[config.mk]
export PLATFORM = sky130hd
export DESIGN_NAME = rob_rename
export DESIGN_NICKNAME = d
export VERILOG_FILES = /design/src/rtl/rob_rename.sv
export SDC_FILE = /design/constraint.sdc
export NUM_CORES = 2
export LEC_CHECK = 0
export BUFFER_PORTS_ARGS = -buffer_cell sky130_fd_sc_hd__buf_2
export CAP_MARGIN = 10
export CORE_UTILIZATION = 35
export CTS_CLUSTER_DIAMETER = 120
export DETAILED_ROUTE_END_ITERATION = 7
export SYNTH_ARGS = -nofsm -noshare
export SYNTH_HDL_FRONTEND = slang
export SYNTH_SLANG_ARGS = --single-unit
[constraint.sdc]
create_clock -name clk -period 8.1 [get_ports clk]
set_clock_uncertainty 0.1 [all_clocks]
set_input_delay 1.62 -clock clk [delete_from_list [all_inputs] [get_ports clk]]
set_output_delay 1.62 -clock clk [all_outputs]
set_load 0.05 [all_outputs]
[src/rtl/rob_rename.sv]
module rob_rename #(
  parameter int DEPTH = 8,
  parameter int NREG  = 8,
  parameter int DW    = 32,
  parameter int PCW   = 32,
  localparam int TW   = $clog2(DEPTH),
  localparam int RW   = $clog2(NREG)
) (
  input  logic                 clk,
  input  logic                 rst_n,
  input  logic                 d0_valid,
  input  logic                 d0_we,
  input  logic [RW-1:0]        d0_dst,
  input  logic [PCW-1:0]       d0_pc,
  input  logic                 d1_valid,
  input  logic                 d1_we,
  input  logic [RW-1:0]        d1_dst,
  input  logic [PCW-1:0]       d1_pc,
  input  logic [3:0][RW-1:0]   src_reg,
  output logic [3:0]           src_rdy,
  output logic [3:0][DW-1:0]   src_val,
  output logic                 stall,
  output logic [TW-1:0]        d0_tag,
  output logic [TW-1:0]        d1_tag,
  input  logic                 cm_valid,
  input  logic [TW-1:0]        cm_tag,
  input  logic [DW-1:0]        cm_data,
  input  logic                 cm_exc,
  output logic                 rt0_valid,
  output logic                 rt0_wr,
  output logic [RW-1:0]        rt0_dst,
  output logic [DW-1:0]        rt0_data,
  output logic                 rt1_valid,
  output logic                 rt1_wr,
  output logic [RW-1:0]        rt1_dst,
  output logic [DW-1:0]        rt1_data,
  output logic                 flush,
  output logic [PCW-1:0]       flush_pc
);
  localparam int CW = TW + 1;

  logic [TW-1:0]  head, tail, head1;
  logic [CW-1:0]  cnt, need, free;
  logic [DEPTH-1:0] done, exc, we;
  logic [RW-1:0]  dst [DEPTH];
  logic [DW-1:0]  res [DEPTH];
  logic [PCW-1:0] pc  [DEPTH];
  logic [NREG-1:0] in_rf;
  logic [TW-1:0]  map [NREG];
  logic [DW-1:0]  rf  [NREG];
  logic           go0, go1;

  function automatic logic [TW-1:0] nxt(input logic [TW-1:0] p);
    return (p == TW'(DEPTH - 1)) ? '0 : p + TW'(1);
  endfunction

  assign head1     = nxt(head);
  assign flush     = (cnt != '0) && done[head] && exc[head];
  assign flush_pc  = pc[head];
  assign rt0_valid = (cnt != '0) && done[head] && !exc[head];
  assign rt1_valid = rt0_valid && (cnt >= CW'(2)) && done[head1] && !exc[head1];
  assign rt0_wr    = we[head];
  assign rt0_dst   = dst[head];
  assign rt0_data  = res[head];
  assign rt1_wr    = we[head1];
  assign rt1_dst   = dst[head1];
  assign rt1_data  = res[head1];

  assign need   = CW'(d0_valid) + CW'(d1_valid);
  assign free   = CW'(DEPTH) - cnt;
  assign stall  = flush || (need > free);
  assign go0    = d0_valid && !stall;
  assign go1    = d1_valid && !stall;
  assign d0_tag = tail;
  assign d1_tag = d0_valid ? nxt(tail) : tail;

  for (genvar i = 0; i < 4; i++) begin : g_look
    logic          rdy;
    logic [DW-1:0] val;
    logic [RW-1:0] r;
    assign r = src_reg[i];
    always_comb begin
      if (i >= 2 && d0_valid && d0_we && d0_dst == r) begin
        rdy = 1'b0;
        val = {{(DW-TW){1'b0}}, d0_tag};
      end else if (in_rf[r]) begin
        rdy = 1'b1;
        val = rf[r];
      end else if (done[map[r]]) begin
        rdy = 1'b1;
        val = res[map[r]];
      end else begin
        rdy = 1'b0;
        val = {{(DW-TW){1'b0}}, map[r]};
      end
    end
    assign src_rdy[i] = rdy;
    assign src_val[i] = val;
  end

  always_ff @(posedge clk or negedge rst_n) begin
    if (!rst_n) begin
      head  <= '0;
      tail  <= '0;
      cnt   <= '0;
      done  <= '0;
      exc   <= '0;
      we    <= '0;
      in_rf <= '1;
      for (int k = 0; k < NREG; k++) begin
        map[k] <= '0;
        rf[k]  <= '0;
      end
    end else if (flush) begin
      head  <= head1;
      tail  <= head1;
      cnt   <= '0;
      done  <= '0;
      in_rf <= '1;
    end else begin
      if (cm_valid) begin
        done[cm_tag] <= 1'b1;
        exc[cm_tag]  <= cm_exc;
        res[cm_tag]  <= cm_data;
      end
      if (rt0_valid && we[head]) begin
        rf[dst[head]] <= res[head];
        if (map[dst[head]] == head) in_rf[dst[head]] <= 1'b1;
      end
      if (rt1_valid && we[head1]) begin
        rf[dst[head1]] <= res[head1];
        if (map[dst[head1]] == head1) in_rf[dst[head1]] <= 1'b1;
      end
      if (go0) begin
        done[d0_tag] <= 1'b0;
        exc[d0_tag]  <= 1'b0;
        we[d0_tag]   <= d0_we;
        dst[d0_tag]  <= d0_dst;
        pc[d0_tag]   <= d0_pc;
        if (d0_we) begin
          in_rf[d0_dst] <= 1'b0;
          map[d0_dst]   <= d0_tag;
        end
      end
      if (go1) begin
        done[d1_tag] <= 1'b0;
        exc[d1_tag]  <= 1'b0;
        we[d1_tag]   <= d1_we;
        dst[d1_tag]  <= d1_dst;
        pc[d1_tag]   <= d1_pc;
        if (d1_we) begin
          in_rf[d1_dst] <= 1'b0;
          map[d1_dst]   <= d1_tag;
        end
      end
      head <= rt1_valid ? nxt(head1) : (rt0_valid ? head1 : head);
      tail <= go1 ? nxt(d1_tag) : (go0 ? nxt(tail) : tail);
      cnt  <= cnt + CW'(go0) + CW'(go1) - CW'(rt0_valid) - CW'(rt1_valid);
    end
  end


  cnt_bound_chk: assert property (@(posedge clk) disable iff (!rst_n)
    cnt <= CW'(DEPTH));


  stall_hold_chk: assert property (@(posedge clk) disable iff (!rst_n)
    stall |=> cnt <= $past(cnt));


  empty_ptr_chk: assert property (@(posedge clk) disable iff (!rst_n)
    (cnt == '0) |-> (head == tail));


  flush_clear_chk: assert property (@(posedge clk) disable iff (!rst_n)
    flush |=> (cnt == '0) && (&in_rf));


  rf_write_chk: assert property (@(posedge clk) disable iff (!rst_n)
    (rt0_valid && rt0_wr && !(rt1_valid && rt1_wr && rt1_dst == rt0_dst))
    |=> rf[$past(rt0_dst)] == $past(rt0_data));
endmodule

# After elaboration in Yosys (flattened, before gate mapping)
# Memories as Yosys holds them, arrays and structs flattened.
# Index checks and enable logic that the tools add are counted.
# W data, S select, Z words.
totals:
  inputBits: 125
  register_bits: 322
  rom_bits: 0
  out_inout_bits: 246
  latchBits: 0
  wordCells: 299
  ramBits: 536
  memories: 3
op_classes:
  order_cmp: 38
  shifts: 0
  n_div: 0
  reduce_logical: 34
  n_mul: 0
  bitwise_logic: 21
  mux: 162
  eq_ne: 8
  n_addsub: 10
memory_table:
  columns: ["memory", "depth", "word_bits", "rd", "rd_ports_with_merged_regs", "wr", "line_no", "source"]
  rows:
  - ["pc", 8, 32, 1, 0, 2, "47", "logic [PCW-1:0] pc [DEPTH];"]
  - ["res", 8, 32, 6, 0, 1, "46", "logic [DW-1:0] res [DEPTH];"]
  - ["dst", 8, 3, 2, 0, 2, "45", "logic [RW-1:0] dst [DEPTH];"]
ops:
  columns: ["op", "n"]
  rows:
  - ["$mux W256", 3]
  - ["$mux W32", 20]
  - ["$bwmux W256", 2]
  - ["$bmux W32 S3", 4]
  - ["$mux W8", 26]
  - ["$demux W32 S3", 2]
  - ["$mux W24", 5]
  - ["$mux W3", 25]
  - ["$lt A3 B4 Y1 const B", 17]
  - ["$bmux W3 S3", 6]
  - ["$and A8 B8 Y8", 6]
  - ["$bwmux W24", 2]
  - ["$bmux W1 S3", 14]
  - ["$mux W1", 40]
  - ["$ge A4 B4 Y1 const B", 8]
  - ["$not A3 Y4", 8]
  - ["$not A8 Y8", 4]
  - ["$logic_and A1 B1 Y1", 27]
  - ["$bwmux W8", 3]
  - ["$or A8 B8 Y8", 3]
  - ["$demux W1 S3", 7]
  - ["$ge A3 B1 Y1 const B", 7]
  - ["$demux W3 S3", 2]
  - ["$lt A4 B1 Y1 const B", 4]
  - ["other kinds (14)", 28]

# Depth between registers and ports, before layout
# An unclocked memory read counts as a cell.
depth:
  ltp_word: 21
  depth_mapped: 18
  ltp_nobuf: 15

# Least setup slack after synthesis
# Ideal clock, no wire load.
synth_timing:
  kind: "in2out"
  startpoint: "in src_reg[6] (netlist bit)"
  endpoint: "out src_val[82] (netlist bit)"
  path_slack_ns: 1.163
  cell_stages: 10
  required_time_ns: 6.380
  n_path_buf: 4
  arrival_time_ns: 5.217
  path_cell_list: "clkbuf_1 > mux4_2 > mux2i_1 > clkbuf_1 > buf_2 > buf_1 > nand2_1 > nand3_1 > a31oi_1 > a211oi_1"
synth_lines:
  columns: ["item", "line_no", "source"]
  rows:
  - ["from (decl)", "19", "input logic [3:0][RW-1:0] src_reg,"]
  - ["to (decl)", "21", "output logic [3:0][DW-1:0] src_val,"]

==> reports/results.txt <==
Top flip-flop cell by instance count after synthesis: sky130_fd_sc_hd__edfxtp_1. Hold repair after CTS inserted 0 buffers. The fraction of the cycle the final worst path needs was 88.6%. Type of element capturing the critical path: a primary output. Setup violations remaining at the end of the flow were counted as 0.

In this design, the stage delay of the slowest critical-path cell is 0.84 ns. Of the cells placed in the final design, the portion with a size suffix greater than 1 is 24.9%. The number of nets with antenna violations after detailed routing was 0; the number of fillers in the final layout was 16.5k. The logic depth of the worst register-to-register path is 15. The endpoint identified for the worst register-to-register timing path is cnt[3].

In this run the worst hold path is classified as flop to flop. The largest net degree at the start of global routing is 139, and the average cell area after synthesis is 11.4 µm². The tools report the reg-to-reg critical path startpoint as head[0]. The area growth from synthesis to layout is 13.1%. The run finished with clean final reports.

For this block, the initial DRC count from the detailed router was 7122. The tools report the number of buffers inserted to repair setup after CTS as 0. Setup repair after global routing left no endpoint under its margin.

Walking the worst path, the cells encountered are buf_4 -> mux4_2 -> mux2i_4 -> buf_12 -> a311oi_1 -> a31oi_1 -> nor2_1 -> nand2_1 -> o21ai_0 -> buf_2. For the number of detailed-routing iterations run before antenna repair, the log shows 8. The setup check on the worst reg-to-reg path leaves a slack of 2.20 ns. For this run the aggregate overflow at the end of global routing stands at 0. Hold violation count in the final report: 0. Among cell families on the critical path, the largest total delay comes from multiplexers. The tools report the netlist area before placement as 61500 µm².

Across the run, the number of max-cap violations was 0. Of all cell types, the one taking the most synthesized area is sky130_fd_sc_hd__edfxtp_1. The H-tree generated during clock tree synthesis spans 3 levels.

The later pin in the worst-skew pair is clocked with a latency of 0.78 ns. The hold-critical path endpoint was exc[7]. The core footprint was 174000 µm²; the global router's overall resource usage was 27.2%. Buffers placed on the I/O ports in this run total 370. The initial antenna violation count is 51, and the top-level I/O count is 371.

Die boundary width: 421 µm. The congestion estimate from routability-driven global placement came to 0.925. Synthesis inferred 858 register bits. The logs give 139 MHz for the fmax and 0 for the max-slew violation count.

TritonCTS built the clock tree. Counting both buffers and inverters, the worst setup path holds a total of 3. The number of buffers on the longest clock path is 3.

The total number of vias was 50.6k. The most common cell after layout, fill and taps aside was sky130_fd_sc_hd__nand2_1. The clock period could shrink to 7.18 ns. For this run, asynchronously set or reset flops after synthesis account for 37.5%. The number of global-route vias before repair was 49.6k. The clock net in this run drives a total of 858 sinks.

The top cell type by area accounts for 26.2% of the synthesized area. For the effective utilization at floorplan, the log shows 35.3%. After detailed routing, the average wire length per cell comes to 31.1 µm.

The top fanout value on the critical path works out to 56. The run gives 5536 as the net count of the mapped netlist. Sorting the synthesized cells by area gives the leading types as sky130_fd_sc_hd__edfxtp_1 (26%), sky130_fd_sc_hd__mux4_2 (19%), sky130_fd_sc_hd__dfrtp_1 (13%). The number of stages on the worst hold path was 1; the count of cells resized by post-cts repair was 0.

The worst-case setup slack after placement came out at 1.14 ns. Worst hold path startpoint: exc[7]. Total CTS buffers: 102.

After detailed routing, the total wire length is 247 mm. For this run, the number of Yosys warnings is 0. The relative slew slack is 16.3%. Via count normalized by instance count: 6.37. The final setup TNS is 0 ns, and the area taken by flip-flops and latches is 24200 µm². The multi-input combinational cells in the finished layout cover a total of 35400 µm². The first global-routing pass estimated 355 mm of wire. At the pin with the least slew margin, the transition time is 1.22 ns. The worst setup path is of the primary input to primary output kind. The top cell types in the final layout, fill and taps aside, are sky130_fd_sc_hd__nand2_1 (1078), sky130_fd_sc_hd__mux2i_1 (667), sky130_fd_sc_hd__edfxtp_1 (536). Detailed placement finished with a half-perimeter wire length of 152 mm. In this run the vertical extent of the chip is 421 µm. The final net count was 5654; the number of enable flip-flop cells after synthesis was 536. For the worst setup path, the data required time is 6.38 ns.

The register area share after synthesis was 39.3%. Clock transition time at the flip-flop clock pins of the worst setup and hold paths: 0.06 ns. The tools report the cell count after synthesis as 5392.

The finished cells cover 69600 µm². The worst path meets setup with 0.922 ns of slack. The number of distinct library cells after synthesis is 76. The type of origin of the critical path is a primary input. The master of the slowest instance on the critical path was sky130_fd_sc_hd__a31oi_1. The floorplan has 153 rows. The instance area at placement is 65900 µm², and the count of unresolved DRC violations after routing is 0.

STA puts the critical path data arrival time at 5.46 ns. Clock tree synthesis selected as its root buffer the cell sky130_fd_sc_hd__clkbuf_16. The die covers 177000 µm².
==> how the worst max path moves through the flow <==
stage	start	end	slack (ns)	depth (start not counted)
floorplan	src_reg[6]	src_val[82]	1.16	10
global route	src_reg[6]	src_val[66]	0.89	11
finish	src_reg[1]	src_val[12]	0.92	10
global placement	src_reg[1]	src_val[8]	1.19	9
detailed placement	src_reg[1]	src_val[8]	1.14	9
CTS	head[0]	rt1_data[7]	0.95	7
==> cells by family after synthesis <==
kind of cell               share of synthesized area [%]
and+or+nand+nor                                     12.8
muxes                                               36.6
DFF                                                 39.3
AOI/OAI and AO/OA                                   6.87
buffers and inverters                               3.84
adders and majority gates                          0.423
xor gates and xnor gates                           0.199
==> state kept, by name, summed over array words and instances, names as in the netlist <==
name	flops
head	3
pc	256
d0_tag	3
dst	24
map	24
in_rf	8
exc	8
done	8
rf	256
cnt	4
we	8
res	256
==> worst reg2reg max path, delay by kind of cell (launching register included) <==
family,cells,cell delay [ns]
XOR/XNOR,1,0.15
AND/OR/NAND/NOR,2,0.16
adder cells (fa/ha/maj),5,2.39
AO/OA/AOI/OAI,3,1.04
buffers and inverters,4,0.87
flip-flops,1,1.07
==> layout make-up <==
type	instances	share of cell area, %
repair buffers	504	4.55
clock inverters	69	1.31
inverters	64	0.345
well taps	2325	4.18
flip-flops and latches	858	34.7
diodes	24	0.0863
clock buffers	125	3.87
multi-input cells	3980	50.9
==> per-layer routing <==
layer  vias up  track usage [%]  part of all wire, %
met5         -                0                0.087
met4        32             22.0                  9.3
met3       809             6.50                   10
met2      3399             41.7                   45
met1     25400             32.5                   36
li1      21000                -                    -
==> synthesized netlist by cell type, types with 34 or more instances <==
cell type and number:
sky130_fd_sc_hd__inv_1 57, sky130_fd_sc_hd__and3_1 120, sky130_fd_sc_hd__a31oi_1 130, sky130_fd_sc_hd__dfrtp_1 314
sky130_fd_sc_hd__edfxtp_1 536, sky130_fd_sc_hd__nor2_1 120, sky130_fd_sc_hd__mux2_2 113, sky130_fd_sc_hd__nand3_1 258
sky130_fd_sc_hd__mux2i_1 691, sky130_fd_sc_hd__mux4_2 506, sky130_fd_sc_hd__a311oi_1 127, sky130_fd_sc_hd__mux2_1 253
sky130_fd_sc_hd__buf_1 83, sky130_fd_sc_hd__nand2_1 1086, sky130_fd_sc_hd__nor2b_1 81, sky130_fd_sc_hd__clkbuf_1 335
sky130_fd_sc_hd__o21ai_0 86, sky130_fd_sc_hd__a21oi_1 34, sky130_fd_sc_hd__a211oi_1 143
==> per-stage QoR <==
step / util (%) / hold slack [ns] / std cells
6_report: 39.9 / 0.415 / 7949
4_1_cts: 39.9 / 0.415 / 7924
5_1_grt: 39.9 / 0.435 / 7941
3_5_place_dp: 37.8 / 0.402 / 7730
3_3_place_gp: 37.8 / 0.391 / 7730
2_1_floorplan: - / 0.364 / 5392
Power is left out: the tool's default activity adds up to more than one toggle a clock period on the data nets, which glitch-free logic cannot reach.
